**config.mk**
```make
export PLATFORM = sky130hd
export DESIGN_NAME = prt_timer
export DESIGN_NICKNAME = d
export VERILOG_FILES = /design/src/rtl/prt_pkg.sv /design/src/rtl/prt_cfg_bank.sv /design/src/rtl/prt_count_core.sv /design/src/rtl/prt_timer.sv
export SDC_FILE = /design/constraint.sdc
export NUM_CORES = 1
export LEC_CHECK = 0
export BUFFER_PORTS_ARGS = -buffer_cell sky130_fd_sc_hd__buf_2
export CAP_MARGIN = 5
export CORE_MARGIN = 2
export CORE_UTILIZATION = 55
export DETAILED_ROUTE_END_ITERATION = 8
export GPL_ROUTABILITY_DRIVEN = 0
export PLACE_DENSITY = 0.73
export REMOVE_ABC_BUFFERS = 1
export SLEW_MARGIN = 30
export SYNTH_ARGS = -nofsm -noshare
export SYNTH_HDL_FRONTEND = slang
export SYNTH_HIERARCHICAL = 1
export SYNTH_SLANG_ARGS = --single-unit
```
**constraint.sdc**
```tcl
create_clock -name clk -period 3.77 [get_ports clk]
set_input_delay 1.131 -clock clk [delete_from_list [all_inputs] [get_ports clk]]
set_output_delay 1.131 -clock clk [all_outputs]
set_load 0.005 [all_outputs]
```
**src/rtl/prt_pkg.sv**
```systemverilog
package prt_pkg;
    typedef enum logic [1:0] {
        SEL_LOAD  = 2'd0,
        SEL_MATCH = 2'd1,
        SEL_CTRL  = 2'd2,
        SEL_NONE  = 2'd3
    } sel_e;

    localparam int RUN_BIT = 0;
    localparam int INV_BIT = 1;
endpackage

```
**src/rtl/prt_cfg_bank.sv**
```systemverilog
module prt_cfg_bank
    import prt_pkg::*;
#(
    parameter int WIDTH = 32
) (
    input  logic             clk,
    input  logic             rst_n,
    input  logic             wr_en,
    input  logic [1:0]       wr_sel,
    input  logic [WIDTH-1:0] wr_data,
    input  logic             running,
    output logic [WIDTH-1:0] load_o,
    output logic [WIDTH-1:0] match_o,
    output logic             inv_o,
    output logic             cfg_bad_o
);
    localparam logic [WIDTH-1:0] TOP = '1;

    typedef struct packed {
        logic [WIDTH-1:0] load;
        logic [WIDTH-1:0] match;
        logic             inv;
    } cfg_t;

    cfg_t cfg_d, cfg_q;

    always_comb begin
        cfg_d = cfg_q;
        if (wr_en && !running) begin
            if (wr_sel == SEL_LOAD)  cfg_d.load  = wr_data;
            if (wr_sel == SEL_MATCH) cfg_d.match = wr_data;
        end
        if (wr_en && wr_sel == SEL_CTRL) cfg_d.inv = wr_data[INV_BIT];
    end

    always_ff @(posedge clk or negedge rst_n) begin
        if (!rst_n) cfg_q <= '0;
        else        cfg_q <= cfg_d;
    end

    assign load_o    = cfg_q.load;
    assign match_o   = cfg_q.match;
    assign inv_o     = cfg_q.inv;
    assign cfg_bad_o = (cfg_q.match < cfg_q.load) || (cfg_q.match == TOP);


    cfg_locked_chk: assert property (@(posedge clk) disable iff (!rst_n)
        running |=> ($stable(load_o) && $stable(match_o)));
endmodule

```
**src/rtl/prt_count_core.sv**
```systemverilog
module prt_count_core #(
    parameter int WIDTH = 32
) (
    input  logic             clk,
    input  logic             rst_n,
    input  logic             start_i,
    input  logic             stop_i,
    input  logic             cfg_bad_i,
    input  logic [WIDTH-1:0] load_i,
    input  logic [WIDTH-1:0] match_i,
    output logic             run_o,
    output logic             active_o,
    output logic             wrap_o,
    output logic             hit_o
);
    localparam logic [WIDTH-1:0] TOP = '1;
    localparam logic [WIDTH-1:0] ONE = WIDTH'(1);

    typedef struct packed {
        logic [WIDTH-1:0] cnt;
        logic             run;
    } core_t;

    core_t st_d, st_q;

    always_comb begin
        st_d = st_q;
        if (stop_i) begin
            st_d.run = 1'b0;
        end else if (start_i && !st_q.run && !cfg_bad_i) begin
            st_d.run = 1'b1;
            st_d.cnt = load_i;
        end else if (st_q.run) begin
            st_d.cnt = (st_q.cnt == TOP) ? load_i : st_q.cnt + ONE;
        end
    end

    always_ff @(posedge clk or negedge rst_n) begin
        if (!rst_n) st_q <= '0;
        else        st_q <= st_d;
    end

    assign run_o    = st_q.run;
    assign active_o = st_q.run && (st_q.cnt <= match_i);
    assign wrap_o   = st_q.run && (st_q.cnt == TOP);
    assign hit_o    = st_q.run && (st_q.cnt == match_i);


    start_load_chk: assert property (@(posedge clk) disable iff (!rst_n)
        $rose(st_q.run) |-> (st_q.cnt == load_i));


    wrap_reload_chk: assert property (@(posedge clk) disable iff (!rst_n)
        (st_q.run && st_q.cnt == TOP && !stop_i) |=> (st_q.cnt == load_i));


    step_chk: assert property (@(posedge clk) disable iff (!rst_n)
        (st_q.run && st_q.cnt != TOP && !stop_i) |=> (st_q.cnt == $past(st_q.cnt) + ONE));


    refuse_start_chk: assert property (@(posedge clk) disable iff (!rst_n)
        (!st_q.run && cfg_bad_i) |=> !st_q.run);


    pulse_excl_chk: assert property (@(posedge clk) disable iff (!rst_n)
        !(wrap_o && hit_o));


    freeze_chk: assert property (@(posedge clk) disable iff (!rst_n)
        (!st_q.run && !start_i) |=> $stable(st_q.cnt));
endmodule

```
**src/rtl/prt_timer.sv**
```systemverilog
module prt_timer
    import prt_pkg::*;
#(
    parameter int WIDTH = 32
) (
    input  logic             clk,
    input  logic             rst_n,
    input  logic             wr_en,
    input  logic [1:0]       wr_sel,
    input  logic [WIDTH-1:0] wr_data,
    output logic             pwm_out,
    output logic             wrap_pulse,
    output logic             match_pulse,
    output logic             cfg_bad
);
    logic [WIDTH-1:0] load_w, match_w;
    logic             inv_w, bad_w, run_w, active_w;
    logic             ctrl_wr, start_w, stop_w;

    assign ctrl_wr = wr_en && (wr_sel == SEL_CTRL);
    assign start_w = ctrl_wr && wr_data[RUN_BIT];
    assign stop_w  = ctrl_wr && !wr_data[RUN_BIT];

    prt_cfg_bank #(.WIDTH(WIDTH)) cfg_i (
        .clk       (clk),
        .rst_n     (rst_n),
        .wr_en     (wr_en),
        .wr_sel    (wr_sel),
        .wr_data   (wr_data),
        .running   (run_w),
        .load_o    (load_w),
        .match_o   (match_w),
        .inv_o     (inv_w),
        .cfg_bad_o (bad_w)
    );

    prt_count_core #(.WIDTH(WIDTH)) core_i (
        .clk       (clk),
        .rst_n     (rst_n),
        .start_i   (start_w),
        .stop_i    (stop_w),
        .cfg_bad_i (bad_w),
        .load_i    (load_w),
        .match_i   (match_w),
        .run_o     (run_w),
        .active_o  (active_w),
        .wrap_o    (wrap_pulse),
        .hit_o     (match_pulse)
    );

    assign pwm_out = inv_w ^ active_w;
    assign cfg_bad = bad_w;


    idle_level_chk: assert property (@(posedge clk) disable iff (!rst_n)
        !run_w |-> (pwm_out == inv_w && !wrap_pulse && !match_pulse));


    restart_ignored_chk: assert property (@(posedge clk) disable iff (!rst_n)
        (run_w && start_w) |=> run_w);
endmodule

```
==> impl_results.md <==
* Outcome: completed
* Clock Sink Count at ~100
* HPWL after DPL at around 11 mm
* Starting Density at 56.8%
* Vias/cell at 6.08
* Top post-synthesis cells by count: dfrtp_1 (98), inv_1 (74), nand2_1 (69), a21oi_1 (64), ha_1 (64)
* Pwr dens at 740 nW/um2
* DRT antenna net count at 0
* Port Buffers at 40
* Unrepaired setup endpoints after global routing: true
* Crit path cell chain: inv_2 > ha_4 > nand4_1 > nor4_2 > and4_1 > and4_1 > o21bai_4 > xor2_1 > buf_2
* Die X at 110 um
* Die area at ~12000 um2
* WHS at between 0.5 and 0.6 ns
* Number of synthesized flops with an enable pin at 0
* Final hold vios at 0
* Largest net degree at the start of global routing at 64
* Clock Path Buffers at 2
* Crit path kind: reg -> out
* GRT Util Overall at 27.3%
* DR iter-0 viols at 503
* Share of layout cells above drive strength 1 at approximately 17%
* Tmin final at between 3 and 4 ns
* Drt total wl at 15.2 mm
* Area grow syn2layout at 11.1%
* Hold Crit Class: reg -> reg
* Slack of the worst reg-to-reg path at around 0.29 ns
* Async SR Flop Fraction at 100%
* Depth of the worst register-to-register path at 11
* CTS tree: yes
* Relative slew slack at about two fifths
* Design Power at 0.00509 W
* Fmax at between 200 and 300 MHz
* Final Max Tran Viols at 0
* Filler Cells Inserted at 909
* Syn avg cell area at 9.11 um2
* Max Cap Viol at 0
* Final Setup Violations at 0
* Area occupied by multi-input gates at about 3400 um2
* Top-Level Pins at 41
* Dominant cell type by area after synthesis: dfrtp_1
* CTS H-tree lvls at 3
* Netlist cell types at 58
* Crit path capture type: primary output
* Number of CTS-inserted buffers at 9
* Critical path depth at 9
* Cell count after synthesis at 679
* DRC Markers at 0
* Worst-path clk slew at 0.10 ns
* Cell with the most instances after synthesis: dfrtp_1
* DP Area at roughly 6500 um2
* Crit share post-route at between 90% and 100%
* Arrival time worst endpoint at about 2.6 ns
* Clk_lat worst skew at 0.39 ns
* Register Area at ~2500 um2
* Crit-path max FO at 4
* Vias in the first global route at 5209
* Worst endpoint required time at 2.64 ns
* Crit-path slowest cell: dfrtp_1
* Core box area at 10900 um2
* First-pass GRT wire length at 25.4 mm
* N_diodes at 0
* Leakage at around 3.1 nW
* Top FF cell, synth: dfrtp_1
* Max incr delay on CP at 0.44 ns
* Slew @ Worst Pin at 0.869 ns
* Hold Buf Count CTS at 0
* Detailed-route via count at 5283
* Top delay family on crit path: simple AND/OR/NAND/NOR gates
* Post-route cell area at 6870 um2
* Initial antenna violation count at 0
* Top cells by area, synth: dfrtp_1 (40%), ha_1 (13%), mux2_2 (5.8%), a21oi_1 (5.2%), o21ai_0 (4.8%)
* Post-Layout Cell Count at 869
* Hold Crit Depth at 1
* Die extent in y at 110 um
* CP most frequent cell: and4_1
* Worst path bufs/invs at 2
* CTS root buf: clkbuf_8
* Pre-Repair DR Iteration Count at 5
* Worst clock skew at 0.0150 ns
* Cell Rows at 38
* Max VDD drop at 0.366 mV
* Post-DR wirelength/cell at 17.5 um
* Total Nets Final at just over 800
* Post-Place Cells at 846
* Seq cells post-synth at 98
* Warnings, synthesis at 6
* Seq/Total Area, Yosys at 39.7%
* Total congestion overflow at 0
* Post-synthesis cell area at 6180 um2
* Share of the synthesized area in the top cell type at 39.7%
* Setup crit start kind: register
==> where the power goes <==
group / switching [W] / total, W / internal, W / leakage [nW]
sequential: 0.000489 / 0.00196 / 0.00147 / 1.14
combinational: 0.00133 / 0.00238 / 0.00105 / 1.88
clock: 0.000363 / 0.000747 / 0.000384 / 0.105
==> placed cells by master, fill, tap and decap left out, types with 6 or more instances in the layout <==
| cell type | count |
|---|---|
| nand2_1 | 69 |
| a21o_1 | 9 |
| nand4_1 | 28 |
| and3_1 | 6 |
| o21ai_0 | 59 |
| mux2_2 | 32 |
| nor3_1 | 7 |
| a21oi_1 | 64 |
| nand3_1 | 25 |
| clkbuf_8 | 10 |
| inv_1 | 73 |
| buf_2 | 39 |
| nor2_1 | 35 |
| o21ai_1 | 13 |
| dfrtp_1 | 98 |
| a22oi_1 | 6 |
| ha_1 | 62 |
| buf_4 | 19 |
==> area by class of cell <==
| cell class | instances | share of cell area [%] |
|---|---|---|
| multi-input combinational | 482 | 49.2 |
| sequential | 98 | 35.7 |
| timing repair buffer | 60 | 5.50 |
| inverter | 75 | 4.10 |
| tap | 140 | 2.55 |
| clock buffer | 11 | 2.06 |
| clock inverter | 3 | 0.947 |
==> metal layers <==
layer | vias up | share of wire, % | track usage, %
met4 | 0 | 2.6 | 10.7
met1 | 2562 | 45 | 36.7
met2 | 162 | 47 | 43.5
met5 | - | 0 | 0
li1 | 2529 | - | -
met3 | 30 | 5.8 | 5.58
==> kinds of logic (layout without fill, tap and decap cells) <==
| family | after synthesis | count (layout) | synth area share [%] |
|---|---|---|---|
| buffers and inverters | 99 | 149 | 7.08 |
| flip-flops | 98 | 98 | 39.7 |
| XOR/XNOR | 1 | 1 | 0.142 |
| adder cells (fa/ha/maj) | 64 | 64 | 12.9 |
| AND/OR/NAND/NOR | 197 | 197 | 16.6 |
| AO/OA/AOI/OAI | 184 | 184 | 17.1 |
| multiplexers | 36 | 36 | 6.51 |
==> timing repair <==
action | CTS | global route
endpoints found under the setup margin | 1 | 1
setup buffers | 1 | 8
pin swaps | 2 | 10
gates cloned | 0 | 0
resized for setup | 1 | 7
==> per-stage QoR <==
step / util, % / setup TNS [ns] / setup slack [ns]
6_report: 63.1 / 0 / 0.0611
5_1_grt: 63.1 / -0.119 / -0.119
4_1_cts: 62.1 / 0 / 0.0155
3_5_place_dp: 60.1 / 0 / 0.384
3_3_place_gp: 60.1 / 0 / 0.417
2_1_floorplan: - / -63.71 / -1.17
==> flip-flops by register name (all words and copies together), names as in the netlist <==
signal,flops
cfg_i/match_o,32
cfg_i/inv_o,1
core_i/st_q,32
core_i/run_o,1
cfg_i/load_o,32
==> final timing paths <==
kind,to,startpoint
min in group asynchronous,core_i/st_q[13],rst_n
max in group asynchronous,cfg_i/load_o[10],rst_n
worst min-delay path,cfg_i/inv_o,cfg_i/inv_o
worst max-delay path,pwm_out,cfg_i/match_o[27]
worst min register to register,cfg_i/inv_o,cfg_i/inv_o
worst max register to register,core_i/st_q[32],cfg_i/load_o[22]
(Power assumes the default switching activity.)
